## src/rtl/ptw_pkg.sv

```systemverilog
package ptw_pkg;
    typedef enum logic [1:0] {
        FLT_NONE   = 2'b00,
        FLT_RANGE  = 2'b01,
        FLT_ABSENT = 2'b10,
        FLT_PROT   = 2'b11
    } fault_e;

    typedef enum logic [1:0] {
        ACC_LOAD  = 2'b00,
        ACC_STORE = 2'b01,
        ACC_FETCH = 2'b10,
        ACC_XALT  = 2'b11
    } access_e;

    typedef enum logic [1:0] {
        W_IDLE,
        W_ISSUE,
        W_WAIT,
        W_DONE
    } walk_e;

    localparam int FLAG_BITS = 4;
    localparam int BIT_X = 0;
    localparam int BIT_W = 1;
    localparam int BIT_R = 2;
    localparam int BIT_V = 3;
endpackage

```

## src/rtl/ptw_entry_check.sv

```systemverilog
module ptw_entry_check
    import ptw_pkg::*;
#(
    parameter int FRAME_W = 3
) (
    input  logic [FRAME_W+FLAG_BITS-1:0] entry_i,
    input  access_e                      kind_i,
    output fault_e                       fault_o,
    output logic [FRAME_W-1:0]           frame_o
);
    logic need_ok;

    always_comb begin
        frame_o = entry_i[FRAME_W+FLAG_BITS-1:FLAG_BITS];
        unique case (kind_i)
            ACC_LOAD:  need_ok = entry_i[BIT_R];
            ACC_STORE: need_ok = entry_i[BIT_W];
            default:   need_ok = entry_i[BIT_X];
        endcase
        if (!entry_i[BIT_V]) begin
            fault_o = FLT_ABSENT;
        end else if (!need_ok) begin
            fault_o = FLT_PROT;
        end else begin
            fault_o = FLT_NONE;
        end
    end
endmodule

```

## src/rtl/ptw_compose.sv

```systemverilog
module ptw_compose
    import ptw_pkg::*;
#(
    parameter int FRAME_W = 3,
    parameter int OFF_W   = 2
) (
    input  logic [FRAME_W-1:0]       frame_i,
    input  logic [OFF_W-1:0]         off_i,
    input  fault_e                   fault_i,
    output logic [FRAME_W+OFF_W-1:0] paddr_o
);
    always_comb begin
        paddr_o = (fault_i == FLT_NONE) ? {frame_i, off_i} : '0;
    end
endmodule

```

## src/rtl/pt_walker.sv

```systemverilog
module pt_walker
    import ptw_pkg::*;
#(
    parameter int PAGE_W  = 4,
    parameter int OFF_W   = 2,
    parameter int FRAME_W = 3,
    parameter int MEM_AW  = 8
) (
    input  logic                          clk,
    input  logic                          rst_n,
    input  logic                          cfg_we,
    input  logic [MEM_AW-1:0]             cfg_base,
    input  logic [PAGE_W:0]               cfg_len,
    input  logic                          req_valid,
    output logic                          req_ready,
    input  logic [PAGE_W+OFF_W-1:0]       req_addr,
    input  logic [1:0]                    req_kind,
    output logic                          mem_req,
    output logic [MEM_AW-1:0]             mem_addr,
    input  logic                          mem_rvalid,
    input  logic [FRAME_W+FLAG_BITS-1:0]  mem_rdata,
    output logic                          busy,
    output logic                          done,
    output logic [1:0]                    fault,
    output logic [FRAME_W+OFF_W-1:0]      paddr
);
    localparam int LA_W = PAGE_W + OFF_W;
    localparam int PA_W = FRAME_W + OFF_W;

    typedef struct packed {
        walk_e             st;
        logic [MEM_AW-1:0] base;
        logic [PAGE_W:0]   len;
        logic [MEM_AW-1:0] eaddr;
        logic [OFF_W-1:0]  off;
        access_e           kind;
        logic              done;
        fault_e            fault;
        logic [PA_W-1:0]   paddr;
    } regs_t;

    regs_t r_q, r_d;

    logic [PAGE_W-1:0]  page_w;
    fault_e             chk_fault;
    logic [FRAME_W-1:0] chk_frame;
    logic [PA_W-1:0]    cmp_paddr;

    assign page_w = req_addr[LA_W-1:OFF_W];

    ptw_entry_check #(.FRAME_W(FRAME_W)) u_check (
        .entry_i (mem_rdata),
        .kind_i  (r_q.kind),
        .fault_o (chk_fault),
        .frame_o (chk_frame)
    );

    ptw_compose #(.FRAME_W(FRAME_W), .OFF_W(OFF_W)) u_compose (
        .frame_i (chk_frame),
        .off_i   (r_q.off),
        .fault_i (chk_fault),
        .paddr_o (cmp_paddr)
    );

    always_comb begin
        r_d       = r_q;
        r_d.done  = 1'b0;
        r_d.fault = FLT_NONE;
        r_d.paddr = '0;
        if (cfg_we) begin
            r_d.base = cfg_base;
            r_d.len  = cfg_len;
        end
        unique case (r_q.st)
            W_IDLE: begin
                if (req_valid) begin
                    r_d.off   = req_addr[OFF_W-1:0];
                    r_d.kind  = access_e'(req_kind);
                    r_d.eaddr = r_q.base + MEM_AW'(page_w);
                    if ({1'b0, page_w} >= r_q.len) begin
                        r_d.st    = W_DONE;
                        r_d.done  = 1'b1;
                        r_d.fault = FLT_RANGE;
                    end else begin
                        r_d.st = W_ISSUE;
                    end
                end
            end
            W_ISSUE: r_d.st = W_WAIT;
            W_WAIT: begin
                if (mem_rvalid) begin
                    r_d.st    = W_DONE;
                    r_d.done  = 1'b1;
                    r_d.fault = chk_fault;
                    r_d.paddr = cmp_paddr;
                end
            end
            default: r_d.st = W_IDLE;
        endcase
    end

    always_ff @(posedge clk) begin
        if (!rst_n) begin
            r_q <= '{st: W_IDLE, base: '0, len: '0, eaddr: '0, off: '0,
                     kind: ACC_LOAD, done: 1'b0, fault: FLT_NONE, paddr: '0};
        end else begin
            r_q <= r_d;
        end
    end

    assign busy      = (r_q.st != W_IDLE);
    assign req_ready = !busy;
    assign mem_req   = (r_q.st == W_ISSUE);
    assign mem_addr  = r_q.eaddr;
    assign done      = r_q.done;
    assign fault     = r_q.fault;
    assign paddr     = r_q.paddr;

    AST_DONE_PULSE: assert property (@(posedge clk) disable iff (!rst_n)
        done |=> !done);
    AST_QUIET_IDLE: assert property (@(posedge clk) disable iff (!rst_n)
        !done |-> (fault == 2'b00 && paddr == '0));
    AST_SINGLE_READ: assert property (@(posedge clk) disable iff (!rst_n)
        mem_req |=> !mem_req);
    AST_BUSY_HOLD: assert property (@(posedge clk) disable iff (!rst_n)
        (busy && !done) |=> busy);
    AST_ACCEPT_BUSY: assert property (@(posedge clk) disable iff (!rst_n)
        (req_valid && req_ready) |=> busy);
    AST_RESP_DONE: assert property (@(posedge clk) disable iff (!rst_n)
        (mem_rvalid && busy && !mem_req && !done) |=> done);
endmodule

```

## config.mk

```make
export PLATFORM = sky130hd
export DESIGN_NAME = pt_walker
export DESIGN_NICKNAME = d
export VERILOG_FILES = /design/src/rtl/ptw_pkg.sv /design/src/rtl/ptw_entry_check.sv /design/src/rtl/ptw_compose.sv /design/src/rtl/pt_walker.sv
export SDC_FILE = /design/constraint.sdc
export NUM_CORES = 1
export LEC_CHECK = 0
export BUFFER_PORTS_ARGS = -buffer_cell sky130_fd_sc_hd__buf_2
export CORE_AREA = 2 2 51 77
export DETAILED_ROUTE_END_ITERATION = 8
export DIE_AREA = 0 0 53 79
export PLACE_DENSITY = 0.76
export SYNTH_ARGS = -nofsm -noshare
export SYNTH_HDL_FRONTEND = slang
export SYNTH_SLANG_ARGS = --single-unit
```

## constraint.sdc

```tcl
create_clock -name clk -period 2.2 [get_ports clk]
set_input_delay 0.11 -clock clk [delete_from_list [all_inputs] [get_ports clk]]
set_output_delay 0.11 -clock clk [all_outputs]
set_load 0.02 [all_outputs]
```

==> metrics.md <==
| Metric | Value |
|---|---|
| Number of cells upsized or downsized after cts | 0 |
| Horizontal die dimension | around 53 µm |
| Post-DRT Antenna Nets | 0 |
| Detailed placer's ending HPWL | about 2.6 mm |
| Final setup violating endpoints | 0 |
| Worst Max-Slew Pin Slew | around 0.46 ns |
| Vias in the first global route | 1284 |
| Post-route worst hold slack | roughly 0.018 ns |
| Count of H-tree levels built during CTS | 2 |
| Maximum fanout along the worst path | 3 |
| Sequential share of the synthesized area | 40.8% |
| Internal cell power | between 1000 and 1500 µW |
| Clock tree from TritonCTS | built |
| Arrival @ worst endpoint | roughly 2.2 ns |
| Worst slew slack as a fraction of its limit | between 60% and 70% |
| Fraction of registers with async set or reset after synthesis | 0% |
| Maximum root-to-sink buffer count | 2 |
| Cell area after synthesis | ~1700 µm² |
| Reg area | roughly 700 µm² |
| Part of the cycle the worst path needs | approximately 89% |
| Count of nets after finishing | about 280 |
| Number of instances in the synthesized netlist | between 150 and 200 |
| Number of buffers added to fix hold violations after cts | 0 |
| Area of the die | 4190 µm² |
| Unrepaired setup endpoints after global routing | false |
| CTS Buf Count | 5 |
| Logic gate share of total power | just over 30% |
| Number of enable-type register cells in the synthesized netlist | 0 |
| Minimum clock period after layout | around 2 ns |
| Clock root buffer | sky130_fd_sc_hd__clkbuf_8 |
| Worst setup SP type | flip-flop |
| Maximum number of pins on one net before global-route repair | 27 |
| Synthesized netlist net count | ~240 |
| Port Buf Inserts | slightly above 50 |
| Height of the die | approximately 79 µm |
| Top-level port count | 52 |
| Biggest area contributors in the synthesized netlist | sky130_fd_sc_hd__dfxtp_1, sky130_fd_sc_hd__mux2i_1, sky130_fd_sc_hd__ha_1 |
| Final wirelength | around 3.3 mm |
| Synth cell types | 33 |
| Initial drt markers | 17 |
| Net Sw Power | between 600 and 700 µW |
| YS warnings | 0 |
| Fraction of power spent switching nets | between 30% and 40% |
| Power per cell area | 885 nW/µm² |
| Initial antenna violation count | 0 |
| Flip-flop and latch count after synthesis | 35 |
| Wire length of the first global-routing pass | around 5.5 mm |
| Maximum capacitance violations | 0 |
| Via density per instance | about 4.9 |
| Wirelength per Cell | 11.8 µm |
| Leak | between 0.0009 and 0.001 µW |
| Final-report max-slew violation count | 0 |
| Clock latency at the later pin of the worst-skew pair | roughly 0.28 ns |
| Mean post-synth cell area | roughly 8.9 µm² |
| Clock slew at reported path FFs | 0.07 ns |
| Starting utilization of the core area | 48.4% |
| Proportion of power drawn by flip-flops and latches | 43.5% |
| CTS sink count | 35 |
| Total via count after detailed routing | between 1000 and 1500 |
| Final weighted congestion in routability-driven placement | around 0.81 |
| Yosys top cell by area | sky130_fd_sc_hd__dfxtp_1 |
| Yosys top cell area share | 40.8% |
| Outcome | completed |
| Final Hold Violating Endpoints | 0 |
| Register-to-Register Path Depth | 7 |
| Sum Neg Setup Slack | 0 ns |
| Critical path type | reg -> reg |
| Data required, critical path | 2.43 ns |
| DRC Markers | 0 |
| Hold Path Cell Cnt | 2 |
| Initial DRT Pass Iterations | 4 |
| Total global-route track usage | 17.5% |
| Fraction of power consumed by the clock network | 25.9% |
| Dominant register cell in the synthesized netlist | sky130_fd_sc_hd__dfxtp_1 |
| Congestion Overflow GR | 0 |
| Highest clock rate | approximately 510 MHz |
| Post-CTS setup repair buffer count | 0 |
| Standard cell core area | approximately 3500 µm² |
| Worst setup skew after layout | ~0.0054 ns |
| Global routing met3 resource utilization | between 4 and 5% |
| Fillcell total | 370 |
| Type of element capturing the critical path | flip-flop |
| GRT met2 Usage | 31.6% |
| Met1 global-route usage | 19.2% |
| Row cnt | 27 |
| Area grow syn2layout | 16.2% |
| Busiest layer in global routing | met2 |
| Number of antenna cells inserted | 0 |
| Worst IR drop on VDD | around 0.48 mV |
| Ratio of cells with drive above 1 in the final layout | a little over a quarter |
| Area taken by multi-input logic gates | 816 µm² |
| HP Class | in -> reg |
==> final cells by class <==
type	instances	area share, %
Multi-Input combinational cell	119	40.9
Sequential cell	35	35.2
Timing Repair Buffer	53	13.6
Clock buffer	5	3.45
Inverter	17	3.20
Tap cell	43	2.70
Clock inverter	3	1.00
==> logic make-up (layout without fill, tap and decap cells) <==
kind of cell	after synthesis	in the layout	share of synthesized area, %
adder cells (fa/ha/maj)	13	13	9.92
buffers and inverters	38	78	11.7
flip-flops	35	35	40.8
multiplexers	17	17	9.99
AO/OA/AOI/OAI	31	31	11.6
XOR/XNOR	1	1	0.511
AND/OR/NAND/NOR	57	57	15.5
==> final timing paths <==
check / end / slack [ns] / from
setup reg to reg: mem_addr[4]$_SDFFE_PN0P_ / 0.25 / r_q[25]$_SDFFE_PN0P_
setup / recovery: mem_addr[4]$_SDFFE_PN0P_ / 0.25 / r_q[25]$_SDFFE_PN0P_
hold / removal: fault[1]$_SDFF_PN0_ / 0.02 / mem_rdata[3]
hold reg to reg: r_q[10]$_SDFFE_PN0P_ / 0.45 / r_q[10]$_SDFFE_PN0P_
==> synth_stat cells, types with 2 or more instances <==
| cell | count |
|---|---|
| sky130_fd_sc_hd__o21ai_0 | 6 |
| sky130_fd_sc_hd__nor2_1 | 21 |
| sky130_fd_sc_hd__dfxtp_1 | 35 |
| sky130_fd_sc_hd__o211a_1 | 2 |
| sky130_fd_sc_hd__buf_4 | 15 |
| sky130_fd_sc_hd__and2_1 | 5 |
| sky130_fd_sc_hd__nor2b_1 | 5 |
| sky130_fd_sc_hd__a211oi_1 | 3 |
| sky130_fd_sc_hd__nand3_1 | 3 |
| sky130_fd_sc_hd__clkbuf_1 | 5 |
| sky130_fd_sc_hd__o21a_1 | 2 |
| sky130_fd_sc_hd__nand2_1 | 13 |
| sky130_fd_sc_hd__a21oi_1 | 11 |
| sky130_fd_sc_hd__ha_1 | 12 |
| sky130_fd_sc_hd__mux2i_1 | 16 |
| sky130_fd_sc_hd__or3_1 | 3 |
| sky130_fd_sc_hd__inv_1 | 16 |
| sky130_fd_sc_hd__nor3_1 | 4 |
==> cells in the final DEF, fill, tap and decap left out, types with 2 or more instances in the layout <==
cell type                    count
sky130_fd_sc_hd__clkbuf_8        5
sky130_fd_sc_hd__a21oi_1        11
sky130_fd_sc_hd__nor3_1          4
sky130_fd_sc_hd__and2_1          5
sky130_fd_sc_hd__inv_1          16
sky130_fd_sc_hd__o21ai_0         6
sky130_fd_sc_hd__nor2b_1         5
sky130_fd_sc_hd__nand3_1         3
sky130_fd_sc_hd__dfxtp_1        35
sky130_fd_sc_hd__buf_4           2
sky130_fd_sc_hd__buf_2          51
sky130_fd_sc_hd__nand2_1        13
sky130_fd_sc_hd__mux2i_1        16
sky130_fd_sc_hd__o21a_1          2
sky130_fd_sc_hd__ha_1           12
sky130_fd_sc_hd__a211oi_1        3
sky130_fd_sc_hd__clkinvlp_4      2
sky130_fd_sc_hd__o211a_1         2
sky130_fd_sc_hd__or3_1           3
sky130_fd_sc_hd__nor2_1         21
==> sequential cells by signal, indices dropped and copies added, names as in the netlist <==
| signal | flops |
|---|---|
| mem_addr | 8 |
| done | 1 |
| fault | 2 |
| paddr | 5 |
| r_q | 19 |
==> power by group through the flow <==
stage / combinational [µW] / clock, µW / sequential (µW)
after floorplan: 431 / 0 / 776
after global placement: 535 / 0 / 780
after detailed placement: 546 / 0 / 783
after CTS: 548 / 473 / 768
after global routing: 607 / 501 / 776
final: 541 / 457 / 767
==> critical path, stage by stage, from the launching register on <==
cell,delay (ns)
sky130_fd_sc_hd__dfxtp_1,0.33
sky130_fd_sc_hd__ha_1,0.19
sky130_fd_sc_hd__inv_1,0.06
sky130_fd_sc_hd__fa_1,0.37
sky130_fd_sc_hd__nor2b_1,0.21
sky130_fd_sc_hd__o21ai_0,0.13
sky130_fd_sc_hd__a2111oi_1,0.43
sky130_fd_sc_hd__a311o_1,0.18
==> stage by stage <==
| step | power, µW | utilization, % | std cells | instance area (µm²) | worst slack [ns] |
|---|---|---|---|---|---|
| 6_report | 1760 | 56.2 | 275 | 1990 | 0.249 |
| 5_1_grt | 1880 | 56.2 | 275 | 1990 | 0.0131 |
| 4_1_cts | 1790 | 56.2 | 275 | 1990 | 0.204 |
| 3_5_place_dp | 1330 | 53.7 | 267 | 1900 | 0.216 |
| 3_3_place_gp | 1310 | 53.7 | 267 | 1900 | 0.378 |
| 2_1_floorplan | 1210 | - | 192 | 1720 | 0.455 |
==> metal layers <==
layer	wire length [µm]	share of wire, %
met2	1730	53
met5	0	0
met4	33	1.0
met1	1300	40
met3	186	5.7
(Power assumes the default switching activity.)
